$ cat config.mk
export PLATFORM = sky130hd
export DESIGN_NAME = pmove_limiter
export DESIGN_NICKNAME = d
export VERILOG_FILES = /design/src/rtl/pmove_pkg.sv /design/src/rtl/pmove_sat.sv /design/src/rtl/pmove_fit.sv /design/src/rtl/pmove_limiter.sv
export SDC_FILE = /design/constraint.sdc
export NUM_CORES = 1
export LEC_CHECK = 0
export BUFFER_PORTS_ARGS = -buffer_cell sky130_fd_sc_hd__buf_2
export CAP_MARGIN = 10
export CORE_UTILIZATION = 48
export CTS_CLUSTER_DIAMETER = 40
export DETAILED_ROUTE_END_ITERATION = 12
export PLACE_DENSITY_LB_ADDON = 0.15
export SETUP_SLACK_MARGIN = 0.15
export SYNTH_ARGS = -nofsm -noshare
export SYNTH_HDL_FRONTEND = slang
export SYNTH_SLANG_ARGS = --single-unit
export TNS_END_PERCENT = 1
$ cat constraint.sdc
create_clock -name clk_i -period 2.2 [get_ports clk_i]
set_input_delay 0.11 -clock clk_i [delete_from_list [all_inputs] [get_ports clk_i]]
set_output_delay 0.11 -clock clk_i [all_outputs]
set_load 0.1 [all_outputs]
$ cat src/rtl/pmove_pkg.sv
package pmove_pkg;
  localparam logic [2:0] SRC_ACC  = 3'd0;
  localparam logic [2:0] SRC_EXT  = 3'd1;
  localparam logic [2:0] SRC_HI   = 3'd2;
  localparam logic [2:0] SRC_LO   = 3'd3;
  localparam logic [2:0] SRC_WORD = 3'd4;
  localparam logic [2:0] SRC_ADDR = 3'd5;
endpackage

$ cat src/rtl/pmove_sat.sv
module pmove_sat #(
  parameter int EXT_W  = 8,
  parameter int WORD_W = 24,
  localparam int ACC_W = EXT_W + 2 * WORD_W
) (
  input  logic [ACC_W-1:0]  acc_i,
  output logic [WORD_W-1:0] word_o,
  output logic              sat_o
);
  localparam int TOP_LO = 2 * WORD_W - 1;
  logic [ACC_W-1-TOP_LO:0] top;
  logic [WORD_W-1:0] pos_c, neg_c;

  assign top   = acc_i[ACC_W-1:TOP_LO];
  assign pos_c = {1'b0, {(WORD_W-1){1'b1}}};
  assign neg_c = {1'b1, {(WORD_W-1){1'b0}}};
  // integer bits in use when not a pure sign extension
  assign sat_o  = !((&top) || !(|top));
  assign word_o = sat_o ? (acc_i[ACC_W-1] ? neg_c : pos_c)
                        : acc_i[2*WORD_W-1:WORD_W];
endmodule

$ cat src/rtl/pmove_fit.sv
module pmove_fit
  import pmove_pkg::*;
#(
  parameter int EXT_W  = 8,
  parameter int WORD_W = 24,
  parameter int ADDR_W = 16,
  localparam int ACC_W = EXT_W + 2 * WORD_W
) (
  input  logic [2:0]        src_sel_i,
  input  logic              dst_wide_i,
  input  logic [ACC_W-1:0]  acc_i,
  input  logic [WORD_W-1:0] sat_word_i,
  input  logic [WORD_W-1:0] word_i,
  input  logic [ADDR_W-1:0] addr_i,
  output logic [WORD_W-1:0] data_o
);
  logic [WORD_W-1:0] op;

  always_comb begin
    case (src_sel_i)
      SRC_ACC:  op = sat_word_i;
      SRC_EXT:  op = {{(WORD_W-EXT_W){acc_i[ACC_W-1]}}, acc_i[ACC_W-1:2*WORD_W]};
      SRC_HI:   op = acc_i[2*WORD_W-1:WORD_W];
      SRC_LO:   op = acc_i[WORD_W-1:0];
      SRC_ADDR: op = {{(WORD_W-ADDR_W){1'b0}}, addr_i};
      default:  op = word_i;
    endcase
  end

  // narrow destination keeps low bits, upper bits zero on the bus
  assign data_o = dst_wide_i ? op : {{(WORD_W-ADDR_W){1'b0}}, op[ADDR_W-1:0]};
endmodule

$ cat src/rtl/pmove_limiter.sv
module pmove_limiter
  import pmove_pkg::*;
#(
  parameter int EXT_W  = 8,
  parameter int WORD_W = 24,
  parameter int ADDR_W = 16,
  localparam int ACC_W = EXT_W + 2 * WORD_W
) (
  input  logic              clk_i,
  input  logic              rst_ni,
  input  logic              valid_i,
  input  logic [2:0]        src_sel_i,
  input  logic              dst_wide_i,
  input  logic [ACC_W-1:0]  acc_i,
  input  logic [WORD_W-1:0] word_i,
  input  logic [ADDR_W-1:0] addr_i,
  input  logic              clr_lim_i,
  output logic              valid_o,
  output logic [WORD_W-1:0] data_o,
  output logic              limited_o,
  output logic              lim_flag_o
);
  logic [WORD_W-1:0] sat_word, fit_word;
  logic              sat_raw, sat_hit;

  pmove_sat #(.EXT_W(EXT_W), .WORD_W(WORD_W)) u_sat (
    .acc_i (acc_i),
    .word_o(sat_word),
    .sat_o (sat_raw)
  );

  pmove_fit #(.EXT_W(EXT_W), .WORD_W(WORD_W), .ADDR_W(ADDR_W)) u_fit (
    .src_sel_i (src_sel_i),
    .dst_wide_i(dst_wide_i),
    .acc_i     (acc_i),
    .sat_word_i(sat_word),
    .word_i    (word_i),
    .addr_i    (addr_i),
    .data_o    (fit_word)
  );

  assign sat_hit = valid_i && (src_sel_i == SRC_ACC) && sat_raw;

  always_ff @(posedge clk_i or negedge rst_ni) begin
    if (!rst_ni) begin
      valid_o   <= 1'b0;
      data_o    <= '0;
      limited_o <= 1'b0;
    end else begin
      valid_o   <= valid_i;
      limited_o <= sat_hit;
      if (valid_i) data_o <= fit_word;
    end
  end

  // set wins over clear
  always_ff @(posedge clk_i or negedge rst_ni) begin
    if (!rst_ni)        lim_flag_o <= 1'b0;
    else if (sat_hit)   lim_flag_o <= 1'b1;
    else if (clr_lim_i) lim_flag_o <= 1'b0;
  end

  p_sat_const_r2: assert property (@(posedge clk_i) disable iff (!rst_ni)
    (valid_i && src_sel_i == SRC_ACC && dst_wide_i && sat_raw) |=>
      (data_o == {1'b0, {(WORD_W-1){1'b1}}} || data_o == {1'b1, {(WORD_W-1){1'b0}}}));

  p_portion_unlimited_r6: assert property (@(posedge clk_i) disable iff (!rst_ni)
    (valid_i && src_sel_i != SRC_ACC) |=> !limited_o);

  p_flag_sticky_r4: assert property (@(posedge clk_i) disable iff (!rst_ni)
    (lim_flag_o && !clr_lim_i) |=> lim_flag_o);

  p_clear_works_r4: assert property (@(posedge clk_i) disable iff (!rst_ni)
    (clr_lim_i && !sat_hit) |=> !lim_flag_o);

  p_limit_sets_flag_r5: assert property (@(posedge clk_i) disable iff (!rst_ni)
    limited_o |-> lim_flag_o);

  p_narrow_zero_r7: assert property (@(posedge clk_i) disable iff (!rst_ni)
    (valid_i && !dst_wide_i) |=> (data_o[WORD_W-1:ADDR_W] == '0));

  p_hold_r9: assert property (@(posedge clk_i) disable iff (!rst_ni)
    !valid_i |=> $stable(data_o));
endmodule

# Yosys cells after proc, flatten, opt, wreduce, memory -nomap -nowiden

Cells that the tools add are included.

Register bits after elaboration: 27
Input bits: 104
Output and inout bits: 27

Equal/unequal tests: 4
Muxes and demuxes: 6
Reduce and logical (&&, ||, !) cells: 9

Operators with widths:

| cell                                                                  | number |
|---|---|
| 24-bit case mux with 5 select lines                                   | 1 |
| 24-bit two-way mux                                                    | 3 |
| 9-bit AND reduction                                                   | 1 |
| 9-bit OR reduction                                                    | 1 |
| 3-bit by 2-bit equality test with 1-bit output, second input constant | 2 |
| 3-bit by 1-bit equality test with 1-bit output, second input constant | 1 |
| 3-bit equality test, second input constant                            | 1 |
| 3-bit logical NOT                                                     | 1 |
| 1-bit logical AND                                                     | 2 |
| 1-bit logical NOT                                                     | 2 |
| 1-bit two-way mux                                                     | 2 |
| 2-bit nonzero test                                                    | 1 |
| 1-bit logical OR                                                      | 1 |

# Logic depth before layout (Yosys ltp)

Depth after elaboration: 6
Gate-level depth with buffers: 7
Mapped depth without buffers: 4

# Hierarchy

A second synthesis with hierarchy kept.

Cell total of the unflattened synthesis: 308
Area total of the unflattened synthesis: 2,760.1 µm²

By module, submodules not included:

| module        | instances | cells each | area each (µm²) | sequential area each (µm²) |
|---|---|---|---|---|
| pmove_fit     | 1         | 184        | 1,223.7         | 0.0 |
| pmove_limiter | 1         | 59         | 1,102.3         | 675.6 |
| pmove_sat     | 1         | 65         | 434.2           | 0.0 |

# Worst setup path before layout

Ideal clock, no wire load.

Path kind: reg-to-reg
Start point: reg, netlist name data_o[20]
End point: reg data_o[20]
Setup time: 0.129 ns
Arrival: 1.322 ns
Data required time: 2.071 ns
Setup slack: 0.750 ns
Stages on the path, launching flop included: 3
Buffers on the path: 0
Clock period less this slack: 1.450 ns
Cells stage by stage: dfrtp_1 nor2b_1 a2111o_1

RTL lines:

| element                | RTL line            | text |
|---|---|---|
| end signal: assignment | pmove_limiter.sv:52 | `if (valid_i) data_o <= fit_word;` |
| end: declaration       | pmove_limiter.sv:19 | `output logic [WORD_W-1:0] data_o,` |

# Final worst setup path

Start point: in src_sel_i[2]
End point: reg data_o[6]

Longest elaborated chain between the ends: 3

RTL lines:

| element                                           | RTL line            | text |
|---|---|---|
| start: declaration                                | pmove_limiter.sv:12 | `input logic [2:0] src_sel_i,` |
| 3-bit equality test, or another cell as far along | pmove_fit.sv:20     | `case (src_sel_i)` |
| 24-bit case mux with 5 select lines *             | pmove_fit.sv:20     |  |
| 24-bit two-way mux *                              | pmove_fit.sv:31     | `assign data_o = dst_wide_i ? op : {{(WORD_W-ADDR_W){1'b0}}, op[ADDR_W-1:0]};` |

Mark *: on every way between the ends. The rest lies on a longest branch, timed or not.
A chain may end at the register's enable or synchronous reset.

==> results_dict.tcl <==
set metrics [dict create \
    crit_family "simple AND/OR/NAND/NOR gates" \
    path_cells "buf_2 > nor3_1 > and2_1 > and2b_1 > a221o_1" \
    start_kind "input pin" \
    min_period_over_period 0.689 \
    hold_path_end "data_o[10]" \
    coreArea_mm2 0.00447 \
    routed_wl_um 7210 \
    cp-end-kind "flip-flop" \
    crit_path_max_incr_delay_ns 0.45 \
    synth_top_cell_by_area "dfrtp_1" \
    final_common_cell "buf_2" \
    worstPathBufferInverterCount 1 \
    gr-usage-all-layers 0.292 \
    synth_cells 266 \
    grt_pass1_wl_um 11800 \
    drive_gt1_frac 0.410 \
    async_flop_share 1.00 \
    setup_viol 0 \
    peakVddDrop_uv 591 \
    p_leak_nw 1.48 \
    antenna_found_initial 0 \
    skew_ns 0 \
    first_pass_iters 12 \
    slew_violations 0 \
    clk_path_buf_depth 2 \
    dieHeight_um 71.3 \
    syn_nets 370 \
    maxSlewHeadroom 0.500 \
    synthTopCellsByArea "dfrtp_1, o2bb2ai_1, a21oi_1, mux2_2, a211o_1" \
    cts_tree "done" \
    clkTransAtPathRegs_ns 0.10 \
    reg2reg_from "data_o[14]" \
    placed_area_mm2 0.00295 \
    worstSkewPairLatency_ns 0.28 \
    cts_setup_buffers 0 \
    topRoutingLayerUsed "met4" \
    synthFlopType "dfrtp_1" \
    tns_ns 0 \
    yosysSeqAreaShare 0.293 \
    gp_congestion 0.851 \
    cts_root_buf "clkbuf_8" \
    min_path_cells 2 \
    period_minus_slack_ns 1.52 \
    rsz0062_at_grt "no" \
    fin_nets 488 \
    maxCapViolations 0 \
    first_iter_violations 303 \
    drt-met1-wl_um 3170 \
    hp-start "acc_i[34]" \
    finalInstanceArea_mm2 0.00301 \
    r2r-end "data_o[14]" \
    synth_top_area_share 0.293 \
    drt_drc_violations_left 9 \
    port_buffers 130 \
    initial_core_util 0.516 \
    fmax_mhz 660 \
    vias_per_cell 5.99 \
    synth_edf_count 0 \
    tightestPinTransition_ns 0.749 \
    grt_pass1_vias 2513 \
    r2r_cells 4 \
    status "finished with violations" \
    cts_max_level 1 \
    drtAntennaViolNets 0 \
    synth-seq-cells 27 \
    dr_wl_met3_um 583 \
    cts_buffers 3 \
    crit_type "input pin to flip-flop" \
    hp-class "input pin to flip-flop" \
    arrival_ns 1.68 \
    dpl.hpwl_um 5370 \
    hold_violations 0 \
    yosys_warnings 0 \
    rows 24 \
    cp_max_fo 32 \
    diodes 0 \
    dieArea_mm2 0.00509 \
    power_density_mw_per_mm2 611 \
    syn2layout_area_growth_pct 30.3 \
    netlist_area_mm2 0.00231 \
    slowest_stage "buf_2" \
    grt_max_degree 33 \
    avgRoutedWirePerCell_um 16.6 \
    fill_cells 407 \
    syn_avg_cell_area_um2 8.67 \
    clkSinkCount 27 \
    met2_length_um 3380 \
    vias 2607 \
    ys_types 46 \
    chipWidth_um 71.3 \
    worstPathRequired_ns 2.37 \
    reg2reg_setup_slack_ns 1.20 \
    io_pins 131 \
    final_cell_mix "buf_2, dfrtp_1, a21oi_1" \
    overflow 0 \
    violations "DRC" \
]
## Yosys cell counts, drive strengths merged (2+ instances only)
| cell | count |
|---|---|
| a211o | 10 |
| o22a | 4 |
| a41oi | 9 |
| o22ai | 4 |
| dfrtp | 27 |
| a22oi | 7 |
| nand2 | 9 |
| inv | 14 |
| o31a | 10 |
| buf | 19 |
| mux2 | 8 |
| clkbuf | 6 |
| and2 | 11 |
| o221ai | 5 |
| a211oi | 6 |
| a21oi | 25 |
| nor3 | 9 |
| o21ai | 3 |
| a221o | 2 |
| nor2 | 12 |
| nor4 | 2 |
| a2111o | 7 |
| nand2b | 7 |
| nand3 | 5 |
| o21bai | 5 |
| nor2b | 12 |
| a21o | 2 |
| o2bb2ai | 14 |
## worst max path at each step
stage,startpoint,cells after the start,to
after global routing,src_sel_i[2],5,data_o[6]
after CTS,src_sel_i[2],5,data_o[6]
final,src_sel_i[2],5,data_o[6]
after floorplan,data_o[20],2,data_o[20]
after detailed placement,src_sel_i[2],5,data_o[6]
after global placement,src_sel_i[0],5,data_o[17]
## what timing repair did
| item | CTS | global route |
|---|---|---|
| resized for setup | 0 | 0 |
| hold buffers | 1 | 0 |
| endpoints found under the hold margin | 27 | 0 |
## metrics by stage
stage / worst slack (ns) / util / power (W) / std cells / hold slack, ns
after floorplan: 0.750 / - / 0.00131 / 266 / -0.186
after global placement: 0.469 / 0.659 / 0.00154 / 430 / 0.153
after detailed placement: 0.433 / 0.659 / 0.00155 / 430 / 0.156
after CTS: 0.709 / 0.672 / 0.00184 / 435 / 0.0477
after global routing: 0.549 / 0.672 / 0.00192 / 435 / 0.0473
final: 0.685 / 0.672 / 0.00184 / 435 / 0.0486
## logic make-up after synthesis
group / share of synthesized area
simple gates: 0.187
flops: 0.293
buf+inv: 0.0770
mux: 0.0434
compound gates: 0.400
## layer usage
layer | global-route usage | vias to the layer above
met5 | 0 | -
met4 | 0.0733 | 0
met3 | 0.0506 | 6
met2 | 0.479 | 125
met1 | 0.401 | 1210
li1 | - | 1266
## registers in the layout, summed over array words and instances, names as in the netlist
signal,flops
limited_o,1
valid_o,1
lim_flag_o,1
data_o,24
## power breakdown
part,leakage [nW],switching [W],internal (W)
sequential,0.322,0.0000318,0.000556
clock,0.0255,0.000167,0.000127
combinational,1.13,0.000699,0.000257
## cell type report
type,instances,area [um^2],share of cell area
tap,52,65.1,0.0216
inverter,14,52.6,0.0175
timing repair buffer,138,713,0.237
clock inverter,1,5.00,0.00166
sequential,27,676,0.225
clock buffer,3,41.3,0.0137
multi-input combinational,200,1450,0.484
Note: power is estimated with default switching activity, not from simulation.
